--- config.mk ---
export PLATFORM = sky130hd
export DESIGN_NAME = ldst_align
export DESIGN_NICKNAME = d
export VERILOG_FILES = /design/src/rtl/ldst_align.sv
export SDC_FILE = /design/constraint.sdc
export NUM_CORES = 1
export LEC_CHECK = 0
export ABC_CLOCK_PERIOD_IN_PS = 2080
export BUFFER_PORTS_ARGS = -buffer_cell sky130_fd_sc_hd__buf_2
export CORE_MARGIN = 1.5
export CORE_UTILIZATION = 40
export CTS_CLUSTER_DIAMETER = 150
export CTS_CLUSTER_SIZE = 28
export DETAILED_ROUTE_END_ITERATION = 10
export GPL_TIMING_DRIVEN = 1
export PLACE_DENSITY = 0.77
export SLEW_MARGIN = 20
export SYNTH_ARGS = -nofsm -noshare
export SYNTH_HDL_FRONTEND = slang
export SYNTH_SLANG_ARGS = --single-unit
export TNS_END_PERCENT = 5
--- constraint.sdc ---
create_clock -name clk -period 2.08 [get_ports clk]
set_input_delay 0.104 -clock clk [delete_from_list [all_inputs] [get_ports clk]]
set_output_delay 0.104 -clock clk [all_outputs]
set_load 0.01 [all_outputs]
--- src/rtl/ldst_align.sv ---
module ldst_align #(
  parameter int AW    = 32,
  parameter int OFF_W = 16
) (
  input  logic          clk,
  input  logic          rst_n,
  input  logic          req_valid,
  input  logic          req_store,
  input  logic [1:0]    req_size,
  input  logic [AW-1:0] base,
  input  logic [OFF_W-1:0] offset,
  input  logic [31:0]   st_data,
  output logic [AW-3:0] mem_addr,
  output logic          mem_re,
  output logic [3:0]    mem_we,
  output logic [31:0]   mem_wdata,
  input  logic [31:0]   mem_rdata,
  output logic          misalign,
  output logic          ld_valid,
  output logic [31:0]   ld_data
);

  localparam int EXT_W = AW - OFF_W;

  logic [AW-1:0] ea;
  logic [1:0]    lane;
  logic          is_byte, is_half, is_word, bad, ok;

  assign ea       = base + {{EXT_W{offset[OFF_W-1]}}, offset};
  assign lane     = ea[1:0];
  assign mem_addr = ea[AW-1:2];

  assign is_byte = (req_size == 2'b00);
  assign is_half = (req_size == 2'b01);
  assign is_word = req_size[1];

  assign bad      = (is_half & lane[0]) | (is_word & (lane != 2'b00));
  assign misalign = req_valid & bad;
  assign ok       = req_valid & ~bad;
  assign mem_re   = ok & ~req_store;

  always_comb begin
    mem_we = 4'b0000;
    if (ok && req_store) begin
      if (is_byte)      mem_we = 4'b1000 >> lane;
      else if (is_half) mem_we = lane[1] ? 4'b0011 : 4'b1100;
      else              mem_we = 4'b1111;
    end
  end

  assign mem_wdata = is_byte ? {4{st_data[7:0]}} :
                     is_half ? {2{st_data[15:0]}} : st_data;

  logic       pend_q;
  logic [1:0] lane_q;
  logic [1:0] size_q;

  always_ff @(posedge clk or negedge rst_n) begin
    if (!rst_n) begin
      pend_q <= 1'b0;
      lane_q <= 2'b00;
      size_q <= 2'b00;
    end else begin
      pend_q <= mem_re;
      if (mem_re) begin
        lane_q <= lane;
        size_q <= req_size;
      end
    end
  end

  logic [7:0]  sel_b;
  logic [15:0] sel_h;

  always_comb begin
    case (lane_q)
      2'd0:    sel_b = mem_rdata[31:24];
      2'd1:    sel_b = mem_rdata[23:16];
      2'd2:    sel_b = mem_rdata[15:8];
      default: sel_b = mem_rdata[7:0];
    endcase
  end

  assign sel_h = lane_q[1] ? mem_rdata[15:0] : mem_rdata[31:16];

  assign ld_valid = pend_q;
  assign ld_data  = size_q[1]          ? mem_rdata :
                    (size_q == 2'b01)  ? {{16{sel_h[15]}}, sel_h} :
                                         {{24{sel_b[7]}}, sel_b};

endmodule


# Yosys cells after proc, flatten, opt, wreduce, memory -nomap -nowiden
# Index checks and enable logic that the tools add are counted.
# Widths: inputs -> output; s select.
[classes]
add_sub_neg = 1
shifts = 1
mux = 10
n_bitwise = 8
eq_ne = 4
n_reduce_logical = 4
[ops]
columns = ["op", "count"]
rows = [
  ["$mux 32", 4],
  ["$add 32x32->32", 1],
  ["$pmux 8 s3", 1],
  ["$mux 16", 1],
  ["$mux 4", 4],
  ["$eq 2x1->1 const B", 3],
  ["$and 1x1->1", 5],
  ["$logic_not 2->1", 2],
  ["$shr 4x2->4 const A", 1],
  ["$eq 2x2->1 const B", 1],
  ["$not 1->1", 2],
  ["$reduce_bool 2->1", 1],
  ["$logic_and 1x1->1", 1],
  ["$or 1x1->1", 1],
]
[totals]
word_cells = 31
register_bits = 5
out_inout_bits = 101

# Longest topological paths before layout
# Gate-level depths: netlist of run 1.
[depth]
word_depth = 8
ltp_mapped = 10
mapped_depth_nobuf = 9

# Worst setup path before layout of run 1
# OpenSTA, ideal clock, no wires.
[synth_path]
path_type = "input-to-output"
start = "input port offset[9]"
end = "output port mem_addr[19]"
path_stages = 9
arrival_ps = 1951
path_slack_ps = 25
n_path_buf = 1
path_cell_list = "ha_1 -> and2_4 -> a221o_1 -> o2bb2ai_1 -> a211o_1 -> a21o_1 -> a21oi_2 -> xnor2_1 -> buf_4"
[synth_between]
elab_chain_cells = 1
[synth_rtl]
columns = ["element", "line_no", "rtl"]
rows = [
  ["from (decl)", "11", "input logic [OFF_W-1:0] offset,"],
  ["$add 32x32->32", "29", "assign ea = base + {{EXT_W{offset[OFF_W-1]}}, offset};"],
  ["to (decl)", "13", "output logic [AW-3:0] mem_addr,"],
]
# Every way passes these cells.

# Final worst setup path of run 1
[layout_path]
start = "input port offset[5]"
end = "output port mem_addr[24]"
# Same word-level chain as after synthesis.

==> results by group, run 1 <==
Run status
  – Status: finished, violations left
  – Failing checks: negative setup slack

Synth
  – Area share of the leading cell type in the synthesized netlist: 0.119
  – Post-synth top cells: 58 x nand2_1, 39 x nor2_1, 38 x buf_4
  – Mapped Area: roughly 3300 um2
  – Yosys reg bits: 5
  – Asr flop ratio synth: 1.00
  – Sequential-to-total area share from yosys stat: 0.0383
  – Largest cells by area after synthesis: ha_1 12%, buf_4 8.7%, mux2_2 7.6%, a21o_1 6.7%, nand2_1 6.7%
  – Largest area contributor in the netlist: ha_1
  – Yosys warning count: 0
  – Synth Area per Inst: 7.16 um2
  – Post-Syn Instances: between 400 and 500
  – Yosys cell types: 60
  – Number of flops mapped to enable cells by yosys: 0
  – Top FF cell, synth: dfrtp_1
  – Most common cell in the netlist: nand2_1
  – Net Count, Synth: between 600 and 700

Placed design
  – Dpl hpwl: approximately 9.8 mm
  – Port buffer count: between 200 and 250
  – Final GP Congestion: between 0.9 and 1
  – Dpl ws: -375 ps

Min path
  – Hold crit path type: in -> async

Clock network
  – CTS tree: done
  – Clock buffer count from CTS: 3
  – Worst skew pair latency: approximately 220 ps
  – Sink Count: 5
  – H-tree level count: 1
  – Clock input transition at the sequential cells of the worst setup and hold paths: roughly 40 ps
  – CTS Buffer Depth: 2
  – Root Driver: clkbuf_8

Route
  – Detailed-route wire length: roughly 12 mm
  – Routed vias: around 4.3k
  – Drt wl/cell: between 10 and 15 um
  – Iter 0 DRT Violations: between 100 and 150
  – Antenna Nets Post-Route: 0
  – # DRC: 0
  – Drt pass-1 iters: 4
  – Vias/cell: 5.42

Timing
  – Fmax: 0.451 GHz
  – Final Cycle Share: 1.07
  – Slew margin rel.: 0.555
  – Fin Hold WS: between 200 and 250 ps
  – Clock Skew: 0 ps
  – Final Setup Violations: 12
  – Setup TNS: -1060 ps
  – RSZ-0062 raised after global routing: yes
  – Worst-margin pin slew: 667 ps
  – Slew Viols, Final: 0
  – Fin. Hold Viols: 0
  – Fin crit period: 2220 ps
  – Post-route worst setup slack: -137 ps

Power and ir drop
  – Switching power: around 0.0013 W
  – Switching part of the total: 0.490
  – Maximum VDD drop: 211 uV
  – Clock power frac: 0.069
  – Int Power: 0.00132 W
  – Leakage: between 2 and 3 nW
  – Logic pwr share: 0.878
  – Sequential power share: 0.053
  – Pwr dens: ~520 nW/um2

Layout
  – Core Util, Final: 0.634
  – Fillers: 695
  – Total Nets Final: about 840
  – Antenna diodes: 0
  – Layout cells sized above 1: 0.521
  – Synth-to-layout area growth: 51.6%

Floorplan
  – Num ports: approximately 220
  – Die H: a little over 90 um
  – Initial core utilization: 0.418
  – Die area: approximately 8700 um2
  – Die Wd: about 93 um
  – Row count: 32
  – CORE AREA: 7810 um2

Setup path
  – Worst Setup Start Kind: primary input
  – Crit-path slowest cell: a2111oi_4
  – Slowest stage delay, CP: between 400 and 500 ps
  – CP required: about 2000 ps
  – Crit path kind: in -> out
  – CP dominant cell by count: buf_2
  – Delay-heaviest family, CP: compound AO/OA/AOI/OAI gates
  – Setup crit end kind: output port
  – CP bufs+invs: 2
  – WP data arrival: ~2100 ps
  – CP Cell Sequence: buf_2 -> ha_4 -> and2_4 -> nand3_2 -> a2111oi_4 -> nand2b_4 -> a21oi_2 -> a21o_1 -> a211oi_2 -> buf_2
  – CP max FO: 5

GRT
  – GR Util met1: 0.300
  – First-pass GRT wire length: 18.9 mm
  – Met3 usage: 0.0203
  – Most Crowded Layer GR: met2
  – Largest net degree at the start of global routing: 30
  – Antenna violations before repair: 0
  – Met2 Usage GRT: 0.501
  – GR Overflow Total: 0
  – Total GRT Usage: 0.262
  – Vias in the first global route: approximately 4.3k

Run
  – Max_cap viols: 0
==> what timing repair did <==
| item | in CTS | in global routing |
|---|---|---|
| hold buffers | 1 | 0 |
| hold endpoints to repair | 5 | 0 |
| pin swaps | 23 | 22 |
| gates resized for setup | 32 | 12 |
| buffers inserted | 5 | 3 |
| endpoints found under the setup margin | 37 | 19 |
==> final cells by class <==
cell class,instances,area (um2),area share
Clock buffer,4,45.0,0.00910
Inverter,8,30.0,0.00607
Timing Repair Buffer,295,1690,0.342
Tap cell,102,128,0.0258
Sequential cell,5,125,0.0253
Multi-Input combinational cell,381,2930,0.592
==> power by group through the flow <==
| stage | Sequential [W] | Clock [W] | Combinational, W |
|---|---|---|---|
| after CTS | 0.000137 | 0.000184 | 0.00225 |
| after detailed placement | 0.000137 | 0 | 0.00216 |
| after global routing | 0.000140 | 0.000203 | 0.00248 |
| after floorplan | 0.000128 | 0 | 0.00147 |
| after global placement | 0.000136 | 0 | 0.00211 |
| final | 0.000136 | 0.000179 | 0.00228 |
==> path summary, 6_finish.rpt <==
check | from | to | slack (ps) | cells past startpoint
max reg2reg | size_q[1] | size_q[1] | 1240 | 3
max in group asynchronous | rst_n | size_q[0] | 1710 | 2
min | rst_n | ld_valid | 240 | 2
min reg2reg | lane_q[1] | lane_q[1] | 550 | 2
max | offset[5] | mem_addr[24] | -140 | 10
min in group clk | req_store | ld_valid | 240 | 3
==> stage by stage <==
step | instances | instance area (um2) | power, W
finish | 795 | 4950 | 0.00260
global route | 795 | 4950 | 0.00282
CTS | 792 | 4880 | 0.00257
detailed placement | 782 | 4610 | 0.00229
global placement | 782 | 4610 | 0.00225
floorplan | 456 | 3260 | 0.00160
==> layer usage <==
layer  routed length (um)  vias up
met1                 4810     1999
met3                  711       30
met2                 6030      181
met5                    0        -
li1                     -     2101
met4                  316        0
==> state kept, by name (all words and copies together), names as in the netlist <==
signal	cells
lane_q	2
ld_valid	1
size_q	2
==> worst register-to-register path, cell delays in order (launching register included) <==
cell,delay (ps)
dfrtp_1,390
buf_4,210
nand2_1,80
nand2_1,50
==> cells in the final DEF, fill, tap and decap left out, types with 9 or more instances in the layout <==
| cell type | count |
|---|---|
| ha_1 | 23 |
| xor2_1 | 10 |
| mux2_2 | 22 |
| mux2i_1 | 16 |
| xnor2_1 | 18 |
| buf_2 | 215 |
| a21o_1 | 29 |
| o21ai_0 | 18 |
| buf_4 | 77 |
| o211ai_1 | 9 |
| a21oi_1 | 27 |
| nor2_1 | 38 |
| nand2_1 | 58 |
==> kinds of logic after synthesis <==
logic type,after synthesis,synth area share
simple gates,132,0.182
flops,5,0.0383
compound gates,151,0.326
buf+inv,70,0.128
mux,38,0.125
xor+xnor,28,0.0751
fa+ha+maj,32,0.125
(Power assumes the default switching activity.)
==> run 2, diff against run 1 <==
--- a/config.mk
+++ b/config.mk
@@ -14,6 +14,7 @@
 export DETAILED_ROUTE_END_ITERATION = 10
 export GPL_TIMING_DRIVEN = 1
 export PLACE_DENSITY = 0.77
+export SKIP_LAST_GASP = 1
 export SLEW_MARGIN = 20
 export SYNTH_ARGS = -nofsm -noshare
 export SYNTH_HDL_FRONTEND = slang
==> run 2 against run 1 <==
Effect of this change: the run still ends with negative setup slack left; sequential power about the same; flip-flop and latch count unchanged; maximum frequency decreased by 0.29%; first-iteration DRC count decreased by 10%; core utilization decreased by 0.82 points; routed wire length decreased by 0.93%; total power decreased by 0.76%; worst setup slack got worse by 6.5 ps; critical path depth increased by 1; via count increased by 0.53%; cell count decreased by 0.25%; combinational power about the same; critical path type unchanged; largest cell class unchanged; largest power group unchanged.
==> results by group, run 2 (synthesized netlist as in run 1, its figures left out) <==
Route
  – # DRC: 0 (unchanged)
  – Drt pass-1 iters: 4 (unchanged)
  – Detailed-route wire length: 11.8 mm (-0.93%)
  – Met3 wire length: 703 um (-1.1%)
  – DR WL met2: 5.93 mm (-1.6%)
  – Drt wl/cell: 14.8 um (-0.68%)
  – Iter 0 DRT Violations: 121 (-10%)
  – DR top layer: met4
  – Metal-1 WL: 4.75 mm (-1.3%)
  – Vias/cell: 5.47 (+0.79%)
  – Antenna Nets Post-Route: 0 (unchanged)
  – Routed vias: 4334 (+0.53%)

Setup path
  – R2R Setup Slk: 1240 ps (about the same)
  – Crit path kind: in -> out
  – WP data arrival: 2120 ps (about the same)
  – CP required: 1980 ps (about the same)
  – Crit-path slowest cell: a2111oi_4
  – CP max FO: 4 (-1)
  – Worst flop-to-flop path startpoint: size_q[1]
  – Reg2reg end: size_q[1]
  – CP Cell Sequence: buf_2 -> ha_4 -> fa_2 -> a21o_1 -> nand3_2 -> a2111oi_4 -> nand2b_4 -> a21oi_2 -> a21o_1 -> a211oi_2 -> buf_2
  – R2r worst-path depth: 3 (unchanged)
  – Setup crit end kind: output port
  – Worst Setup Start Kind: primary input
  – Slowest stage delay, CP: 410 ps (-40 ps)

GRT
  – Largest net degree at the start of global routing: 30 (unchanged)
  – Antenna violations before repair: 0 (unchanged)
  – GR Overflow Total: 0 (unchanged)
  – First-pass GRT wire length: 18.9 mm (-0.29%)
  – Vias in the first global route: 4274 (+0.14%)
  – Total GRT Usage: 0.261 (-0.000511)

Placed design
  – Dpl hpwl: 9.77 mm (unchanged)
  – Port buffer count: 218 (unchanged)
  – Placed Cells: 782 (unchanged)
  – Final GP Congestion: 0.945 (unchanged)

Clock network
  – Root Driver: clkbuf_8
  – H-tree level count: 1 (unchanged)
  – Clock buffer count from CTS: 3 (unchanged)
  – CTS Buffer Depth: 2 (unchanged)
  – Clock input transition at the sequential cells of the worst setup and hold paths: 40 ps (about the same)
  – Worst skew pair latency: 220 ps (about the same)
  – Sink Count: 5 (unchanged)
  – CTS tree: done

Timing
  – Final Cycle Share: 1.07 (+0.00312)
  – Slew margin rel.: 0.554 (-0.00105)
  – Clock Skew: 0 ps (unchanged)
  – Fin. Hold Viols: 0 (unchanged)
  – Fin crit period: 2220 ps (+6.49 ps)
  – Post-route worst setup slack: -144 ps (-6.49 ps)
  – Worst-margin pin slew: 669 ps (+1.58 ps)
  – Fmax: 0.450 GHz (-0.29%)
  – Final Setup Violations: 13 (+1)
  – Slew Viols, Final: 0 (unchanged)
  – Fin Hold WS: 235 ps (+0.0580 ps)
  – RSZ-0062 raised after global routing: yes

Power and ir drop
  – Pwr dens: 528 nW/um2 (+0.54%)
  – Switching part of the total: 0.491 (+0.00114)
  – Logic pwr share: 0.877 (about the same)
  – Int Power: 0.00131 W (-0.98%)
  – Maximum VDD drop: 208 uV (-1.5%)
  – Switching power: 0.00127 W (-0.53%)
  – Clock power frac: 0.070 (about the same)
  – Leakage: 2.61 nW (-0.52%)
  – Sequential power share: 0.053 (about the same)

Run status
  – Status: finished, violations left
  – Failing checks: negative setup slack

Floorplan
  – Row count: 32 (unchanged)
  – Num ports: 219 (unchanged)
  – Initial core utilization: 0.418 (unchanged)
  – CORE AREA: 7810 um2 (unchanged)
  – Die Wd: 93.3 um (unchanged)
  – Die H: 93.3 um (unchanged)
  – Die area: 8710 um2 (unchanged)

Layout
  – Total Nets Final: 842 (-0.24%)
  – Antenna diodes: 0 (unchanged)
  – Synth-to-layout area growth: 49.6%
  – Most common cell after layout, fill and taps aside: buf_2
  – Fillers: 698 (+0.43%)
  – Commonest non-fill, non-tap cells in the layout: 217 x buf_2, 75 x buf_4, 58 x nand2_1
  – Layout cells sized above 1: 0.512 (-0.00862)
  – Non-Filler Instances: 793 (-0.25%)

Min path
  – Hold crit path type: in -> async

Run
  – Max_cap viols: 0 (unchanged)
-- run 2: changes by cell type in the layout (fill, tap and decap cells not counted), sizes merged --
cell / previous run / this run
buf: 294 / 292
-- run 2: power by group through the flow --
stage | registers [W] | clock network, W | logic [W]
global placement | 0.000136 | 0 | 0.00211
floorplan | 0.000128 | 0 | 0.00147
global route | 0.000140 | 0.000203 | 0.00246
detailed placement | 0.000137 | 0 | 0.00216
finish | 0.000136 | 0.000179 | 0.00226
CTS | 0.000137 | 0.000184 | 0.00224
-- run 2: worst max path at each step --
stage	start	endpoint	slack, ps	depth (start not counted)
finish	base[0]	mem_addr[24]	-140	11
global placement	offset[5]	mem_addr[28]	-280	11
global route	base[0]	mem_addr[26]	-270	11
floorplan	offset[9]	mem_addr[19]	30	9
CTS	offset[15]	mem_addr[19]	-100	10
detailed placement	offset[5]	mem_addr[28]	-370	11
-- run 2: worst max-delay path, delay by kind of cell --
family	cells	cell delay [ps]
compound gates	5	1030
simple gates	2	350
fa+ha+maj	2	340
buf+inv	2	290
-- run 2: final cells by class --
class	count	area, um2	share of cell area
Clock buffer	4	45.0	0.00922
Inverter	8	30.0	0.00615
Multi-Input combinational cell	381	2900	0.593
Sequential cell	5	125	0.0256
Tap cell	102	128	0.0261
Timing Repair Buffer	293	1660	0.340
-- run 2: routing by layer --
layer,global-route usage,vias to the layer above
met5,0,-
met4,0.105,0
met3,0.0228,34
met2,0.494,177
met1,0.297,2026
li1,-,2097
-- run 2: through the flow --
stage	total power, W	util	worst slack (ps)	TNS, ps	cell area, um2
after floorplan	0.00160	-	25.3	0	3260
after global placement	0.00225	0.590	-277	-2500	4610
after detailed placement	0.00229	0.590	-375	-3690	4610
after CTS	0.00257	0.624	-97.0	-776	4870
after global routing	0.00280	0.626	-270	-3360	4880
final	0.00258	0.626	-144	-1130	4880
-- run 2: timing repair --
| action | 4_1_cts | 5_1_grt |
|---|---|---|
| pin swaps | 18 | 1 |
| setup buffers | 5 | 1 |
| hold buffers | 1 | 0 |
| gates resized for setup | 29 | 2 |
| setup endpoints to repair | 37 | 20 |
| endpoints found under the hold margin | 5 | 0 |
==> run 3, diff against run 2 <==
--- a/config.mk
+++ b/config.mk
@@ -6,14 +6,15 @@
 export NUM_CORES = 1
 export LEC_CHECK = 0
 export ABC_CLOCK_PERIOD_IN_PS = 2080
-export BUFFER_PORTS_ARGS = -buffer_cell sky130_fd_sc_hd__buf_2
+export BUFFER_PORTS_ARGS = -buffer_cell sky130_fd_sc_hd__buf_4
 export CORE_MARGIN = 1.5
 export CORE_UTILIZATION = 40
 export CTS_CLUSTER_DIAMETER = 150
 export CTS_CLUSTER_SIZE = 28
 export DETAILED_ROUTE_END_ITERATION = 10
 export GPL_TIMING_DRIVEN = 1
-export PLACE_DENSITY = 0.77
+export PLACE_DENSITY = 0.79
+export REMOVE_ABC_BUFFERS = 1
 export SKIP_LAST_GASP = 1
 export SLEW_MARGIN = 20
 export SYNTH_ARGS = -nofsm -noshare
==> run 3 against run 2 <==
Effect of this change: the flow still finishes with violations (negative setup slack); core utilization up 9.0 points; cell area up 14%; first-iteration DRC count up 45%; via count down 1.7%; critical path depth unchanged; cell count up 0.25%; count of clock-buffer cells in the layout unchanged; largest cell class unchanged.
==> results by group, run 3 (synthesized netlist as in run 1, its figures left out) <==
Setup path
  – Setup crit end kind: output port
  – CP required: 1980 ps (about the same)
  – CP Cell Sequence: buf_4 -> ha_4 -> a2111oi_2 -> buf_4 -> nor3_4 -> a211oi_2 -> buf_4 -> o31ai_4 -> mux2i_1 -> o211ai_1 -> buf_4
  – Slowest stage delay, CP: 430 ps (+20 ps)
  – CP max FO: 3 (-1)
  – Worst Setup Start Kind: primary input
  – Crit path kind: in -> out
  – CP dominant cell by count: buf_4
  – WP data arrival: 2140 ps (+20 ps)
  – Crit-path slowest cell: a2111oi_2
  – R2R Setup Slk: 1120 ps (-120 ps)
  – Delay-heaviest family, CP: compound AO/OA/AOI/OAI gates
  – CP bufs+invs: 4 (+2)

Timing
  – Final Cycle Share: 1.08 (+0.0104)
  – Fin. Hold Viols: 0 (unchanged)
  – Worst-margin pin slew: 645 ps (-23.8 ps)
  – Fin crit period: 2250 ps (+21.7 ps)
  – Fmax: 0.445 GHz (-0.97%)
  – Slew margin rel.: 0.570 (+0.0159)
  – Post-route worst setup slack: -165 ps (-21.7 ps)
  – Clock Skew: 0 ps (unchanged)
  – RSZ-0062 raised after global routing: yes
  – Final Setup Violations: 16 (+3)
  – Slew Viols, Final: 0 (unchanged)

Floorplan
  – Die H: 93.3 um (unchanged)
  – Num ports: 219 (unchanged)
  – Die area: 8710 um2 (unchanged)
  – CORE AREA: 7810 um2 (unchanged)
  – Row count: 32 (unchanged)
  – Initial core utilization: 0.418 (unchanged)
  – Die Wd: 93.3 um (unchanged)

Clock network
  – CTS Buffer Depth: 2 (unchanged)
  – Worst skew pair latency: 220 ps (about the same)
  – Clock buffer count from CTS: 3 (unchanged)
  – Sink Count: 5 (unchanged)
  – Clock input transition at the sequential cells of the worst setup and hold paths: 40 ps (about the same)
  – Root Driver: clkbuf_8
  – CTS tree: done
  – H-tree level count: 1 (unchanged)

Power and ir drop
  – Sequential power share: 0.052 (about the same)
  – Switching part of the total: 0.449 (-0.0429)
  – Switching power: 0.00132 W (+3.9%)
  – Pwr dens: 525 nW/um2 (-0.51%)
  – Leakage: 2.81 nW (+7.5%)
  – Clock power frac: 0.063 (-0.007)
  – Maximum VDD drop: 266 uV (+28%)
  – Logic pwr share: 0.885 (+0.008)
  – Int Power: 0.00162 W (+23%)

GRT
  – Total GRT Usage: 0.270 (+0.00899)
  – Antenna violations before repair: 0 (unchanged)
  – GR Overflow Total: 0 (unchanged)
  – Largest net degree at the start of global routing: 30 (unchanged)
  – Vias in the first global route: 4232 (-0.98%)
  – First-pass GRT wire length: 19.2 mm (+1.6%)

Placed design
  – Placed Cells: 782 (unchanged)
  – Dpl hpwl: 9.82 mm (+0.46%)
  – Port buffer count: 218 (unchanged)
  – Final GP Congestion: 0.897 (-5.1%)
  – Placed cell areas: 5150 um2 (+12%)

Route
  – Iter 0 DRT Violations: 176 (+45%)
  – Antenna Nets Post-Route: 0 (unchanged)
  – Detailed-route wire length: 12.4 mm (+5.5%)
  – Drt pass-1 iters: 4 (unchanged)
  – Vias/cell: 5.36 (-1.9%)
  – Routed vias: 4261 (-1.7%)
  – Drt wl/cell: 15.6 um (+5.2%)
  – # DRC: 0 (unchanged)

Layout
  – Total Nets Final: 844 (+0.24%)
  – Design Area, Final: 5590 um2 (+14%)
  – Non-Filler Instances: 795 (+0.25%)
  – Synth-to-layout area growth: 71.2%
  – Layout cells sized above 1: 0.532 (+0.0202)
  – Fillers: 620 (-11%)
  – Antenna diodes: 0 (unchanged)
  – Most common cell after layout, fill and taps aside: buf_4
  – Commonest non-fill, non-tap cells in the layout: 292 x buf_4, 58 x nand2_1, 38 x nor2_1

Run status
  – Status: finished, violations left
  – Failing checks: negative setup slack

Run
  – Max_cap viols: 0 (unchanged)

Min path
  – Hold crit path type: in -> reg
[run 3: worst paths after layout]
kind,start,end,cells after the start
worst max-delay path,base[4],mem_addr[27],11
worst min-delay path,req_store,ld_valid,3
worst max register to register,size_q[1],size_q[1],3
worst min register to register,lane_q[0],lane_q[0],2
max in group asynchronous,rst_n,size_q[0],2
min in group asynchronous,rst_n,ld_valid,2
[run 3: timing repair]
action / CTS / global route
resized for setup: 28 / 20
hold endpoints to repair: 5 / 0
hold buffers: 1 / 0
gates cloned: 0 / 0
setup endpoints to repair: 40 / 28
setup buffers: 5 / 3
pin swaps: 17 / 12
[run 3: worst reg2reg max path: cells and delay by family, from the launching register on]
| kind | cells | cell delay [ps] |
|---|---|---|
| flip-flops | 1 | 510 |
| AND/OR/NAND/NOR | 2 | 120 |
| buffers and inverters | 1 | 260 |
[run 3: area by class of cell]
class | count | area (um2) | area share
tap | 102 | 128 | 0.0228
timing repair buffer | 295 | 2220 | 0.398
sequential | 5 | 125 | 0.0224
clock buffer | 4 | 45.0 | 0.00806
multi-input combinational | 381 | 3040 | 0.543
inverter | 8 | 30.0 | 0.00537
[run 3: power groups by stage]
stage	sequential [W]	combinational, W	clock, W
final	0.000153	0.00260	0.000184
after global routing	0.000158	0.00280	0.000200
after CTS	0.000153	0.00252	0.000189
after detailed placement	0.000154	0.00243	0
after global placement	0.000152	0.00239	0
after floorplan	0.000186	0.00118	0
[run 3: metal layers]
layer / part of all wire / up-vias / track usage
met5: 0 / - / 0
met4: 0.031 / 0 / 0.102
met3: 0.066 / 34 / 0.0423
met2: 0.50 / 176 / 0.507
met1: 0.40 / 1944 / 0.302
li1: - / 2107 / -
[run 3: stage by stage]
stage | worst slack (ps) | hold slack (ps) | TNS (ps) | total power (W) | utilization
6_report | -165 | 208 | -1470 | 0.00293 | 0.716
5_1_grt | -237 | 217 | -3170 | 0.00315 | 0.716
4_1_cts | -153 | 204 | -857 | 0.00286 | 0.694
3_5_place_dp | -322 | -93.2 | -4040 | 0.00258 | 0.660
3_3_place_gp | -201 | -94.3 | -2810 | 0.00255 | 0.660
2_1_floorplan | 101 | -192 | 0 | 0.00137 | -
